<file path="src/rtl/adc_guard_pkg.sv">
package adc_guard_pkg;
  localparam int unsigned N_CH = 2;

  // magnitude above 7/8 of full scale (about -1.16 dB)
  function automatic int unsigned near_full_th(int unsigned w);
    return 7 << (w - 4);
  endfunction
endpackage

</file>
<file path="src/rtl/adc_peak_detect.sv">
module adc_peak_detect
  import adc_guard_pkg::*;
#(
  parameter int unsigned SMP_W = 20
) (
  input  logic [SMP_W-1:0] smp_i,
  output logic             hit_o
);
  localparam int unsigned  MW = SMP_W + 1;
  localparam logic [MW-1:0] TH = MW'(near_full_th(SMP_W));

  logic [MW-1:0] ext;
  logic [MW-1:0] mag;

  assign ext   = {smp_i[SMP_W-1], smp_i};
  assign mag   = smp_i[SMP_W-1] ? (~ext + 1'b1) : ext;
  assign hit_o = mag > TH;
endmodule

</file>
<file path="src/rtl/adc_settle_timer.sv">
module adc_settle_timer #(
  parameter int unsigned MUTE_SHORT = 1024,
  parameter int unsigned MUTE_LONG  = 12288
) (
  input  logic clk_i,
  input  logic rst_ni,
  input  logic vld_i,
  input  logic dc_en_i,
  input  logic restart_i,
  output logic mute_o
);
  localparam int unsigned MAXL = (MUTE_LONG > MUTE_SHORT) ? MUTE_LONG : MUTE_SHORT;
  localparam int unsigned CW   = $clog2(MAXL + 1);
  localparam logic [CW-1:0] SHORT_V = CW'(MUTE_SHORT);
  localparam logic [CW-1:0] LONG_V  = CW'(MUTE_LONG);

  logic [CW-1:0] cnt_q;
  logic          dc_q;
  logic [CW-1:0] load_v;
  logic          mode_chg;

  assign load_v   = dc_en_i ? LONG_V : SHORT_V;
  assign mode_chg = (dc_en_i != dc_q) && (cnt_q != '0);
  assign mute_o   = cnt_q != '0;

  always_ff @(posedge clk_i or negedge rst_ni) begin
    if (!rst_ni) begin
      cnt_q <= SHORT_V;
      dc_q  <= 1'b0;
    end else begin
      dc_q <= dc_en_i;
      if (restart_i || mode_chg) cnt_q <= load_v;
      else if (vld_i && cnt_q != '0) cnt_q <= cnt_q - 1'b1;
    end
  end

  logic up_q;
  always_ff @(posedge clk_i or negedge rst_ni)
    if (!rst_ni) up_q <= 1'b0;
    else         up_q <= 1'b1;

  a_r4_restart_mutes: assert property (@(posedge clk_i) disable iff (!rst_ni)
    restart_i |=> mute_o);
  a_r4_rise_needs_restart: assert property (@(posedge clk_i) disable iff (!rst_ni)
    (up_q && mute_o && !$past(mute_o)) |-> $past(restart_i));
  a_r6_release_on_strobe: assert property (@(posedge clk_i) disable iff (!rst_ni)
    (up_q && !mute_o && $past(mute_o)) |-> $past(vld_i));
endmodule

</file>
<file path="src/rtl/adc_ovf_hold.sv">
module adc_ovf_hold #(
  parameter int unsigned OVF_HOLD = 512
) (
  input  logic clk_i,
  input  logic rst_ni,
  input  logic vld_i,
  input  logic hit_i,
  input  logic mute_i,
  output logic ovf_o
);
  localparam int unsigned HW = $clog2(OVF_HOLD + 1);
  localparam logic [HW-1:0] HOLD_V = HW'(OVF_HOLD);

  logic [HW-1:0] hold_q;

  always_ff @(posedge clk_i or negedge rst_ni) begin
    if (!rst_ni)                   hold_q <= '0;
    else if (mute_i)               hold_q <= '0;
    else if (vld_i && hit_i)       hold_q <= HOLD_V;
    else if (vld_i && hold_q != '0) hold_q <= hold_q - 1'b1;
  end

  assign ovf_o = (hold_q != '0) && !mute_i;

  logic up_q;
  always_ff @(posedge clk_i or negedge rst_ni)
    if (!rst_ni) up_q <= 1'b0;
    else         up_q <= 1'b1;

  a_r7_hit_sets_flag: assert property (@(posedge clk_i) disable iff (!rst_ni)
    (vld_i && hit_i && !mute_i) |=> (ovf_o || mute_i));
  a_r6_rise_on_strobe: assert property (@(posedge clk_i) disable iff (!rst_ni)
    (up_q && ovf_o && !$past(ovf_o)) |-> $past(vld_i));
endmodule

</file>
<file path="src/rtl/adc_settle_guard.sv">
module adc_settle_guard
  import adc_guard_pkg::*;
#(
  parameter int unsigned SMP_W      = 20,
  parameter int unsigned MUTE_SHORT = 1024,
  parameter int unsigned MUTE_LONG  = 12288,
  parameter int unsigned OVF_HOLD   = 512
) (
  input  logic             clk_i,
  input  logic             rst_ni,
  input  logic             smp_vld_i,
  input  logic [SMP_W-1:0] left_i,
  input  logic [SMP_W-1:0] right_i,
  input  logic             dc_cut_en_i,
  input  logic             restart_i,
  output logic             mute_o,
  output logic             ovf_o
);
  logic [SMP_W-1:0] smp [N_CH];
  logic [N_CH-1:0]  hit;

  assign smp[0] = left_i;
  assign smp[1] = right_i;

  for (genvar ch = 0; ch < N_CH; ch++) begin : g_ch
    adc_peak_detect #(.SMP_W(SMP_W)) u_det (
      .smp_i (smp[ch]),
      .hit_o (hit[ch])
    );
  end

  adc_settle_timer #(
    .MUTE_SHORT (MUTE_SHORT),
    .MUTE_LONG  (MUTE_LONG)
  ) u_timer (
    .clk_i     (clk_i),
    .rst_ni    (rst_ni),
    .vld_i     (smp_vld_i),
    .dc_en_i   (dc_cut_en_i),
    .restart_i (restart_i),
    .mute_o    (mute_o)
  );

  adc_ovf_hold #(.OVF_HOLD(OVF_HOLD)) u_hold (
    .clk_i  (clk_i),
    .rst_ni (rst_ni),
    .vld_i  (smp_vld_i),
    .hit_i  (|hit),
    .mute_i (mute_o),
    .ovf_o  (ovf_o)
  );

  logic up_q;
  always_ff @(posedge clk_i or negedge rst_ni)
    if (!rst_ni) up_q <= 1'b0;
    else         up_q <= 1'b1;

  a_r9_quiet_after_mute: assert property (@(posedge clk_i) disable iff (!rst_ni)
    (up_q && $past(mute_o)) |-> !ovf_o);
endmodule

</file>
<file path="config.mk">
export PLATFORM = sky130hd
export DESIGN_NAME = adc_settle_guard
export DESIGN_NICKNAME = d
export VERILOG_FILES = /design/src/rtl/adc_guard_pkg.sv /design/src/rtl/adc_peak_detect.sv /design/src/rtl/adc_settle_timer.sv /design/src/rtl/adc_ovf_hold.sv /design/src/rtl/adc_settle_guard.sv
export SDC_FILE = /design/constraint.sdc
export NUM_CORES = 1
export LEC_CHECK = 0
export ABC_AREA = 1
export CORE_MARGIN = 2
export CORE_UTILIZATION = 36
export CTS_CLUSTER_DIAMETER = 150
export DETAILED_ROUTE_END_ITERATION = 7
export DONT_BUFFER_PORTS = 1
export MAX_ROUTING_LAYER = met4
export SLEW_MARGIN = 20
export SYNTH_ARGS = -nofsm -noshare
export SYNTH_HDL_FRONTEND = slang
export SYNTH_SLANG_ARGS = --single-unit
</file>
<file path="constraint.sdc">
create_clock -name clk_i -period 2.66 [get_ports clk_i]
set_clock_uncertainty 0.2 [all_clocks]
set_input_delay 0.266 -clock clk_i [delete_from_list [all_inputs] [get_ports clk_i]]
set_output_delay 0.266 -clock clk_i [all_outputs]
set_load 0.01 [all_outputs]
</file>
==> run metrics <==
run status complete, no violations; Worst-path clk slew 90 ps; VDD IR max 0.225 mV; DR WL/cell 11.1 um; post-route setup TNS 0 ps; RSZ-0062 raised after global routing false; syn avg cell area 5.98 um^2; synthesis-to-finish area growth 7.60%; Final Critical Period 2240 ps; Worst Slack Setup Final 425 ps; final setup violation count 0; Startpoint Class register; GRT Util Overall 15.6%; WS Path Type reg2out; Routed WL 6.21 mm; worst r2r path cells 12; full die area 8310 um^2; synthesis-stage register bit count 25; CP max stage delay 370 ps; # port buffers 0; Hold Startpoint dc_cut_en_i; most used cell, CP inv_1; Final Hold Viols 0; crit path DAT 1770 ps; Syn. warnings 0; PD cells 364 nW/um^2; critical path's slowest cell dfrtp_1; critical path cell sequence inv_1 -> ha_1 -> inv_1 -> nor3_4 -> nand2_2 -> nor2_4 -> nand3_4 -> nor2_1; DP Worst Slack 432 ps; Final Slew Violations 0; max_slew headroom 76.9%; FFs w/ async S/R, synth 100%; Worst-Skew Late Latency 270 ps; fmax 447 MHz; gr ovfl total 0; clock sink count 25; share of cells above drive strength 1 9.74%; core box area 7290 um^2; Req. time, crit path 2190 ps; Critical Path End Type output pin; reg2reg setup slack 430 ps; Sw Pwr 400 uW; RR Startpoint u_timer.cnt_q[0]; nets 514; via density per instance 4.75; commonest cells after routing, fill and taps aside 131 x nand2_1, 70 x inv_1, 62 x nor2_1; Sw Share 37.4%; # resized after CTS 0; Seq/Total Area, Yosys 22.9%; first-pass GRT wire length 10.8 mm; most used flip-flop cell after synthesis dfrtp_1; Hold Crit Depth 2; routed vias 2667; largest net degree at the start of global routing 26; Gate power share 37.5%; Layout fillers 843; # rows 31; Antenna Cells 0; post-detail-place hpwl 4.96 mm; TritonCTS Buffers 3; Die Wd 91.1 um; final design utilization 40.3%; RePlAce Congestion 0.881; Slew @ Worst Pin 343 ps; antenna violations before repair 0; Antenna Nets Post-Route 0; Syn Std Cell Area 2730 um^2; final worst-path cycle share 84.0%; drt initial violations 37; total power 1070 uW; initial core utilization 37.5%; critical path fanouts, max 7; CTS tree done; htree depth 1; clk buf depth 2; DRC viols 0; io pins 47; Worst Hold Path EP u_timer.cnt_q[13]; most common cell after layout, fill and taps aside nand2_1; Synth Net Count 508; sequential power share 41.5%; number of global-route vias before repair 2505; Root Driver clkbuf_8; Die Y 91.1 um; Min-Delay Path Class in2reg; Cell variety after synth 38; Int Pwr 670 uW; leakage power 0.00149 uW; EDFF count, synth 0; worst r2r dst u_timer.cnt_q[10]; Mapped Cells 457; Clock power frac 21.0%; max cap viols 0; Pre-antenna DRT Iters 4
## repair_timing
action | CTS | global route
hold buffers | 5 | 0
hold endpoints to repair | 29 | 0
setup buffers | 0 | 0
## synth_stat cells, types with 3 or more instances
cell type / n / area, um^2
nand4_1: 10 / 62.6
nand3b_1: 4 / 30.0
dfrtp_1: 24 / 601
nor2_1: 62 / 233
xor2_1: 13 / 114
inv_2: 3 / 11.3
nand2_1: 131 / 492
o21ai_1: 6 / 30.0
nand2_4: 3 / 33.8
o21ai_0: 12 / 60.1
inv_1: 70 / 263
nand2_2: 5 / 31.3
nor3_1: 6 / 30.0
xnor2_1: 3 / 26.3
a21oi_1: 10 / 50.1
ha_1: 6 / 75.1
nor2_2: 16 / 100
nand3_1: 45 / 225
## through the flow
step           cells  hold WS [ps]  area, um^2
2_1_floorplan    457          -230        2730
3_3_place_gp     552          -229        2840
3_5_place_dp     552          -229        2840
4_1_cts          561         0.254        2940
5_1_grt          561          4.57        2940
6_report         561          1.17        2940
## per-layer routing
metal | wire length (um) | global-route usage [%] | vias up
li1 | - | - | 1441
met5 | 0 | - | -
met2 | 2880 | 26.6 | 41
met1 | 3010 | 19.4 | 1183
met4 | 24 | 1.77 | 0
met3 | 295 | 3.82 | 2
## how the worst max path moves through the flow
stage                            end  slack (ps)              from
floorplan           u_timer.cnt_q[8]         630  u_timer.cnt_q[0]
global route        u_timer.cnt_q[3]         210  u_timer.cnt_q[1]
global placement    u_timer.cnt_q[8]         480  u_timer.cnt_q[0]
CTS                            ovf_o         410  u_timer.cnt_q[0]
detailed placement  u_timer.cnt_q[8]         430  u_timer.cnt_q[0]
finish                         ovf_o         420  u_timer.cnt_q[0]
## power groups by stage
stage / logic (uW) / clock network, uW / registers, uW
global route: 468 / 254 / 450
floorplan: 336 / 0 / 444
global placement: 381 / 0 / 451
detailed placement: 386 / 0 / 451
finish: 401 / 225 / 444
CTS: 405 / 238 / 444
## critical path: cells and delay by family (launching register included)
kind / cells / cell delay [ps]
and+or+nand+nor: 5 / 780
DFF: 1 / 370
buffers and inverters: 2 / 170
adders and majority gates: 1 / 180
## cells by family (layout without fill, tap and decap cells)
| logic type | after synthesis | count (layout) | synth area share [%] |
|---|---|---|---|
| AO/OA/AOI/OAI | 40 | 40 | 8.97 |
| AND/OR/NAND/NOR | 292 | 292 | 49.2 |
| XOR/XNOR | 16 | 16 | 5.13 |
| buffers and inverters | 78 | 83 | 11.1 |
| flip-flops | 25 | 25 | 22.9 |
| adder cells (fa/ha/maj) | 6 | 6 | 2.75 |
## final cells by class
class	count	area (um^2)	share of cell area, %
Multi-Input combinational cell	354	1800	61.3
Clock buffer	4	45.0	1.53
Tap cell	99	124	4.21
Timing Repair Buffer	6	67.6	2.30
Sequential cell	25	627	21.3
Inverter	73	274	9.32
## sequential cells by signal, summed over array words and instances, names as in the netlist
signal / flops
u_timer.dc_q: 1
u_timer.cnt_q: 14
u_hold.hold_q: 10
Power figures use the tool's default switching activity.
